$ cat src/rtl/rv32_exec_pkg.sv
package rv32_exec_pkg;
  localparam int XLEN = 32;
  localparam int SHW  = $clog2(XLEN);

  localparam logic [6:0] OPC_REG  = 7'b0110011;
  localparam logic [6:0] OPC_IMM  = 7'b0010011;
  localparam logic [6:0] OPC_LUI  = 7'b0110111;
  localparam logic [6:0] OPC_AUI  = 7'b0010111;

  typedef enum logic [3:0] {
    EX_ADD, EX_SUB, EX_SLL, EX_SLT, EX_SLTU, EX_XOR,
    EX_SRL, EX_SRA, EX_OR, EX_AND, EX_LUI, EX_AUIPC, EX_NONE
  } ex_op_e;
endpackage

$ cat src/rtl/rv32_exec_decode.sv
module rv32_exec_decode
  import rv32_exec_pkg::*;
(
  input  logic [31:0]     instr_i,
  output ex_op_e          op_o,
  output logic            use_imm_o,
  output logic [XLEN-1:0] imm_o,
  output logic            we_o
);
  logic [6:0] opc;
  logic [2:0] f3;
  logic       b30;
  logic [XLEN-1:0] imm_i, imm_u;

  assign opc   = instr_i[6:0];
  assign f3    = instr_i[14:12];
  assign b30   = instr_i[30];
  assign imm_i = {{(XLEN-12){instr_i[31]}}, instr_i[31:20]};
  assign imm_u = {instr_i[31:12], 12'h000};

  always_comb begin
    op_o      = EX_NONE;
    use_imm_o = 1'b0;
    imm_o     = imm_i;
    unique case (opc)
      OPC_REG, OPC_IMM: begin
        use_imm_o = (opc == OPC_IMM);
        unique case (f3)
          3'b000:  op_o = (b30 && opc == OPC_REG) ? EX_SUB : EX_ADD;
          3'b001:  op_o = EX_SLL;
          3'b010:  op_o = EX_SLT;
          3'b011:  op_o = EX_SLTU;
          3'b100:  op_o = EX_XOR;
          3'b101:  op_o = b30 ? EX_SRA : EX_SRL;
          3'b110:  op_o = EX_OR;
          default: op_o = EX_AND;
        endcase
      end
      OPC_LUI: begin op_o = EX_LUI;   use_imm_o = 1'b1; imm_o = imm_u; end
      OPC_AUI: begin op_o = EX_AUIPC; use_imm_o = 1'b1; imm_o = imm_u; end
      default: ;
    endcase
  end

  assign we_o = (op_o != EX_NONE) && (instr_i[11:7] != 5'd0);
endmodule

$ cat src/rtl/rv32_exec_shift.sv
module rv32_exec_shift
  import rv32_exec_pkg::*;
(
  input  logic [XLEN-1:0] d_i,
  input  logic [SHW-1:0]  amt_i,
  input  logic            left_i,
  input  logic            arith_i,
  output logic [XLEN-1:0] q_o
);
  logic            fill;
  logic [XLEN-1:0] stg [SHW+1];
  logic [XLEN-1:0] rd_out;

  assign fill = arith_i & d_i[XLEN-1];

  // left shift = bit-reverse, right shift, bit-reverse
  for (genvar i = 0; i < XLEN; i++) begin : g_rev
    assign stg[0][i] = left_i ? d_i[XLEN-1-i] : d_i[i];
    assign q_o[i]    = left_i ? rd_out[XLEN-1-i] : rd_out[i];
  end

  for (genvar s = 0; s < SHW; s++) begin : g_stage
    localparam int STEP = 1 << s;
    assign stg[s+1] = amt_i[s] ? {{STEP{fill}}, stg[s][XLEN-1:STEP]} : stg[s];
  end

  assign rd_out = stg[SHW];

  always_comb begin
    if (amt_i == '0) p_zero_amt_pass_r5: assert (q_o == d_i);
    if (arith_i && !left_i && amt_i != '0)
      p_sign_fill_r5: assert (q_o[XLEN-1] == d_i[XLEN-1]);
  end
endmodule

$ cat src/rtl/rv32_exec_cmp.sv
module rv32_exec_cmp
  import rv32_exec_pkg::*;
(
  input  logic [XLEN-1:0] a_i,
  input  logic [XLEN-1:0] b_i,
  output logic            lt_s_o,
  output logic            lt_u_o
);
  logic [XLEN:0] diff;

  assign diff   = {1'b0, a_i} - {1'b0, b_i};
  assign lt_u_o = diff[XLEN];
  assign lt_s_o = (a_i[XLEN-1] ^ b_i[XLEN-1]) ? a_i[XLEN-1] : diff[XLEN];

  always_comb begin
    if (b_i == '0) p_nothing_below_zero_r3: assert (!lt_u_o);
    if (a_i[XLEN-1] && !b_i[XLEN-1]) p_neg_below_pos_r2: assert (lt_s_o && !lt_u_o);
  end
endmodule

$ cat src/rtl/rv32_int_exec.sv
module rv32_int_exec
  import rv32_exec_pkg::*;
(
  input  logic [31:0]     instr_i,
  input  logic [XLEN-1:0] rs1_i,
  input  logic [XLEN-1:0] rs2_i,
  input  logic [XLEN-1:0] pc_i,
  output logic [XLEN-1:0] result_o,
  output logic            rd_we_o
);
  ex_op_e          op;
  logic            use_imm;
  logic [XLEN-1:0] imm;
  logic [XLEN-1:0] opa, opb, sum, dif, shq;
  logic            lt_s, lt_u;

  rv32_exec_decode u_dec (
    .instr_i   (instr_i),
    .op_o      (op),
    .use_imm_o (use_imm),
    .imm_o     (imm),
    .we_o      (rd_we_o)
  );

  assign opa = (op == EX_AUIPC) ? pc_i : rs1_i;
  assign opb = use_imm ? imm : rs2_i;
  assign sum = opa + opb;
  assign dif = opa - opb;

  rv32_exec_cmp u_cmp (
    .a_i    (opa),
    .b_i    (opb),
    .lt_s_o (lt_s),
    .lt_u_o (lt_u)
  );

  rv32_exec_shift u_shf (
    .d_i     (opa),
    .amt_i   (opb[SHW-1:0]),
    .left_i  (op == EX_SLL),
    .arith_i (op == EX_SRA),
    .q_o     (shq)
  );

  always_comb begin
    unique case (op)
      EX_ADD, EX_AUIPC: result_o = sum;
      EX_SUB:           result_o = dif;
      EX_SLT:           result_o = {{(XLEN-1){1'b0}}, lt_s};
      EX_SLTU:          result_o = {{(XLEN-1){1'b0}}, lt_u};
      EX_XOR:           result_o = opa ^ opb;
      EX_OR:            result_o = opa | opb;
      EX_AND:           result_o = opa & opb;
      EX_SLL, EX_SRL, EX_SRA: result_o = shq;
      EX_LUI:           result_o = opb;
      default:          result_o = '0;
    endcase
  end

  always_comb begin
    if (instr_i[11:7] == 5'd0) p_x0_never_written_r8: assert (!rd_we_o);
    if (instr_i[6:0] == OPC_LUI) p_upper_low_zero_r6: assert (result_o[11:0] == 12'h000);
    if (instr_i[6:0] == OPC_AUI) p_auipc_low_bits_r7: assert (result_o[11:0] == pc_i[11:0]);
    if ((instr_i[6:0] == OPC_REG || instr_i[6:0] == OPC_IMM) && instr_i[14:13] == 2'b01)
      p_compare_is_bool_r2: assert (result_o[XLEN-1:1] == '0);
  end
endmodule

$ cat config.mk
export PLATFORM = sky130hd
export DESIGN_NAME = rv32_int_exec
export DESIGN_NICKNAME = d
export VERILOG_FILES = /design/src/rtl/rv32_exec_pkg.sv /design/src/rtl/rv32_exec_decode.sv /design/src/rtl/rv32_exec_shift.sv /design/src/rtl/rv32_exec_cmp.sv /design/src/rtl/rv32_int_exec.sv
export SDC_FILE = /design/constraint.sdc
export NUM_CORES = 1
export LEC_CHECK = 0
export BUFFER_PORTS_ARGS = -buffer_cell sky130_fd_sc_hd__buf_2
export CORE_UTILIZATION = 40
export DETAILED_ROUTE_END_ITERATION = 8
export PLACE_DENSITY = 0.63
export SLEW_MARGIN = 20
export SYNTH_ARGS = -nofsm -noshare
export SYNTH_HDL_FRONTEND = slang
export SYNTH_HIERARCHICAL = 1
export SYNTH_SLANG_ARGS = --single-unit
$ cat constraint.sdc
create_clock -name vclk -period 10.6
set_clock_uncertainty 0.2 [all_clocks]
set_input_delay 2.12 -clock vclk [all_inputs]
set_output_delay 2.12 -clock vclk [all_outputs]
set_load 0.01 [all_outputs]
* Word level (Yosys, flattened, before mapping) *
Cells that the tools add are included.

storage, ports and cells
  register bits after elaboration = 0
  bits in latches = 0
  bits in writable memories = 0
  ROM bits = 0
  input bits = 128
  output and inout bits = 33
  logic and storage cells = 118
  memories = 0

cells by class
  $add $sub $neg = 3
  multiply operators = 0
  divide/modulo/power cells = 0
  order comparisons = 0
  equality and inequality tests = 22
  shift-type cells = 0
  muxes and demuxes = 79
  bitwise logic cells = 5
  reduce and logical (&&, ||, !) cells = 9

operator list
  kind                number
  $pmux 32 s9         1
  $mux 32             7
  $mux 1              67
  $sub 32x32->33      1
  $add 32x32->32      1
  $and 32x32->32      1
  $or 32x32->32       1
  $sub 32x32->32      1
  $xor 32x32->32      1
  $mux 31             1
  $pmux 4 s7          1
  $eq 4x3->1 const B  4
  $eq 4x4->1 const B  4
  $eq 7x5->1 const B  2
  $eq 7x6->1 const B  2
  $pmux 4 s3          1
  $eq 3x3->1 const B  3
  $eq 4x2->1 const B  2
  $eq 3x2->1 const B  2
  $reduce_or 2->1     3
  $reduce_bool 5->1   1
  $eq 4x1->1 const B  1
  $logic_not 4->1     1
  $ne 4x4->1 const B  1
  other kinds (7)     8

* Longest topological paths before layout *
  depth in word-level cells = 15
  mapped depth = 26
  mapped depth without buffers = 20

* By module *
Netlist, hierarchy kept.

by module, submodules not included
  module            instances  cells each  area each (um^2)  sequential area each (um^2)
  rv32_int_exec     1          741         5427.7            0.0
  rv32_exec_shift   1          421         3258.1            0.0
  rv32_exec_cmp     1          115         808.3             0.0
  rv32_exec_decode  1          62          467.9             0.0

* Worst setup path after synthesis *
Ideal clock, no wire load.

  path kind = input -> output
  from = input instr_i[3]
  to = output result_o[29]
  data arrival time = 7.348 ns
  data required time = 8.280 ns
  setup slack = 0.932 ns
  cell stages on the path = 23
  buffers on the path = 5
  path through = nand3b_4 or3b_1 a21oi_1 buf_6 buf_6 buf_6 buf_2 buf_2 mux2i_1 ha_1 o221ai_1 o41ai_2 o21ai_0 xnor2_1 ha_1 a21o_1 nor3_1 a211oi_2 a2111oi_1 nor2_1 a211oi_1 xor2_1 o21ai_1

on the way
  elaborated cells on any way between the ends = 71
  classes of those cells = add/sub (2); eq/ne (15); mux (44); bitwise (4); reduce/logical (6)

RTL lines
  element                                                 RTL line                source
  start, declared                                         rv32_int_exec.sv:4      input logic [31:0] instr_i,
  $eq 7x6->1 (tied with other cells)                      rv32_exec_decode.sv:25  unique case (opc)
  $reduce_or 2->1 (on tied branches)                      --
  $pmux 1 s2 (*)                                          rv32_exec_decode.sv:25
  net use_imm                                             rv32_int_exec.sv:12     logic use_imm;
  $mux 32 (*)                                             rv32_int_exec.sv:26     assign opb = use_imm ? imm : rs2_i;
  branches (longest 6 deep; another with $sub 32x32->32)  --
  $pmux 32 s9 (*)                                         rv32_int_exec.sv:46     unique case (op)
  end, declared                                           rv32_int_exec.sv:8      output logic [XLEN-1:0] result_o,

Mark *: on every way through the listed nets, which the timed path passes.

* Worst setup path after layout *
Same ends and word-level chain as after synthesis.

==> results.toml <==
[sta]
worst_slew_pin_slew_ns = 1.09
slew_headroom_pct = 27.0
setup_viol = 0
hold_violations = 0
report.final.slew_viol_count = 0
finalSetupTns_ns = 0
period_share_pct = 93.5
fmax_mhz = 101
rsz0062_at_grt = "false"
layout_min_cycle_time_ns = 9.92

[clock_network]
cts_hold_buf = 0
cts_resized = 0
cts_setup_buffers = 0

[layout]
nClkBuffers = 0
drive_above_1_share_pct = 22.5
finalNonFillerCells = 1785
synthToLayoutAreaGrowth_pct = 11.6
layout.nets = 1720
regArea_sq_um = 0
num-fill-cells = 2556
seq_cell_count = 0
final_util_pct = 45.6
n_antenna_cell = 0

[synthesis]
yosys_warnings = 6
synth_compound_area_share_pct = 28.9
netlist_area_sq_um = 9960
muxShareOfSynthArea_pct = 23.9
synthAdderAreaFrac_pct = 16.3
synth_top_family_by_area = "compound AO/OA/AOI/OAI gates"
synthXorXnorAreaFrac_pct = 5.35
syn-num-nets = 1596
ys_seq_area_share_pct = 0
syn_inst = 1339
ys_types = 99
synth-simple-area-share_pct = 16.8
syn_area_per_cell_sq_um = 7.44

[critical_path]
critPathMostFrequentCell = "buf_2"
critPathKind = "primary input to output pin"
critPathBufInv = 3
cpLargestDelayFamily = "compound AO/OA/AOI/OAI gates"
end_kind = "output pin"
slowest_stage = "a2111oi_1"
crit_chain = "buf_2 > nand3b_4 > or3b_1 > a21oi_4 > buf_12 > nor3b_1 > o221ai_1 > o41ai_2 > o21ai_0 > xnor2_1 > ha_1 > a21o_1 > nor3_1 > a211oi_2 > a2111oi_1 > nor2_1 > a211oi_1 > xor2_1 > o21ai_1 > buf_2"
worst_path_largest_cell_delay_ns = 0.61
cp_data_required_time_ns = 8.28
cp_data_arrival_time_ns = 7.60
critPathMaxFanout = 48
startpoint_type = "primary input"

[drt]
drt_iter0_drc = 1316
vias_per_cell = 6.46
drc = 0
postRouteAntennaNets = 0
drt_pass1_iterations = 6
wirelength_um = 42000
vias = 11500
wire_per_inst_um = 23.5

[grt]
grt_pass1_wl_um = 63500
globalRoute.totalOverflow = 0
antenna_found_initial = 2
grt_pass1_vias = 10700
grt_max_degree = 49
track_usage_pct = 31.7

[floorplanning]
io_pins = 161
fp.dieW_um = 160
fp.dieH_um = 160
dieArea_sq_um = 25500
core.rowCount = 57
start_util_pct = 40.8
core_region_area_sq_um = 24400

[pwr]
fin_total_pwr_uw = 471
p_leak_uw = 0.00540
ir_drop_mv = 0.0183
p_per_area_nw_per_um2 = 42.4

[status]
status = "completed"

[worst_hold_path]
hold_path_class = "primary input to output pin"

[placement]
port_buffers = 161
dp_cells = 1785
gp_congestion = 1.02
hpwl_um = 34300

[flow_run]
max_cap_violations = 0
[synth_stat cells, types with 6 or more instances]
cell | n | area share, %
a211oi_1 | 12 | 0.90
a21o_1 | 34 | 2.6
a21oi_1 | 81 | 4.1
a221oi_1 | 12 | 1.1
a222oi_1 | 22 | 2.2
a22oi_1 | 26 | 2.0
a31oi_1 | 8 | 0.50
buf_1 | 10 | 0.38
buf_2 | 13 | 0.65
buf_6 | 8 | 0.90
clkbuf_1 | 47 | 1.8
ha_1 | 128 | 16
inv_1 | 110 | 4.1
mux2_2 | 59 | 6.7
mux2i_1 | 125 | 13
mux4_2 | 17 | 3.8
nand2_1 | 116 | 4.4
nand2b_1 | 14 | 0.88
nand3_1 | 21 | 1.1
nand4_1 | 10 | 0.63
nor2_1 | 67 | 2.5
nor2b_1 | 26 | 1.6
nor3_1 | 23 | 1.2
o211ai_1 | 12 | 0.90
o21a_1 | 9 | 0.68
o21ai_0 | 95 | 4.8
o21ai_1 | 10 | 0.50
o221ai_1 | 13 | 1.1
o22a_1 | 9 | 0.79
o22ai_1 | 14 | 0.88
or2_2 | 7 | 0.44
or3_1 | 6 | 0.38
xnor2_1 | 45 | 4.0
xor2_1 | 14 | 1.2
[tightest hold or removal path: cells and delay by family]
family	cells	cell delay (ns)
compound gates	1	0.11
buf+inv	2	0.21
simple gates	1	0.03
[cells in the final DEF, fill, tap and decap left out, types with 4 or more instances in the layout]
cell type,n
buf_2,161
ha_1,128
mux2i_1,125
nand2_1,116
inv_1,109
o21ai_0,95
a21oi_1,79
nor2_1,66
mux2_2,59
xnor2_1,45
buf_4,44
a21o_1,34
nor2b_1,26
a22oi_1,26
nor3_1,22
a222oi_1,22
nand3_1,20
mux4_2,17
nand2b_1,14
o22ai_1,14
xor2_1,14
o221ai_1,13
o211ai_1,12
a221oi_1,12
a211oi_1,11
nand4_1,10
o21ai_1,10
o21a_1,9
o22a_1,9
a31oi_1,8
or2_2,7
or3_1,6
nor3b_1,5
a221o_1,5
nor4_1,4
and2_1,4
[kinds of logic (layout without fill, tap and decap cells)]
logic type | count (synthesis) | after routing
AO/OA/AOI/OAI | 418 | 418
AND/OR/NAND/NOR | 329 | 329
multiplexers | 206 | 206
buffers and inverters | 197 | 319
adder cells (fa/ha/maj) | 129 | 129
XOR/XNOR | 60 | 60
[where the power goes]
group | leakage, uW | total (uW) | internal [uW] | switching, uW
combinational | 0.00540 | 471 | 186 | 285
sequential | 0 | 0 | 0 | 0
clock | 0 | 0 | 0 | 0
total | 0.00540 | 471 | 186 | 285
[layer usage]
layer	up-vias	wire, um	global-route usage (%)
li1	5269	-	-
met1	5484	17600	42.6
met2	662	18500	50.2
met3	125	3790	4.08
met4	0	2130	14.5
met5	-	0	0
[worst paths after layout]
path / startpoint / endpoint / cells after the start
max: instr_i[3] / result_o[29] / 20
min: instr_i[11] / rd_we_o / 4
[stage by stage]
| step | hold WS, ns | worst slack [ns] | instance area [sq um] |
|---|---|---|---|
| 2_1_floorplan | 4.20 | 0.932 | 9960 |
| 3_3_place_gp | 4.39 | 0.869 | 11100 |
| 4_1_cts | 4.39 | 0.750 | 11100 |
| 6_report | 4.39 | 0.685 | 11100 |
| 5_1_grt | 4.45 | 0.277 | 11100 |
| 3_5_place_dp | 4.39 | 0.766 | 11100 |
[cell type report]
cell class | instances | area (sq um) | area share, %
Inverter | 113 | 425 | 3.83
Multi-Input combinational cell | 1142 | 9130 | 82.1
Tap cell | 324 | 405 | 3.65
Timing Repair Buffer | 206 | 1160 | 10.4
Note: power is estimated with default switching activity, not from simulation.
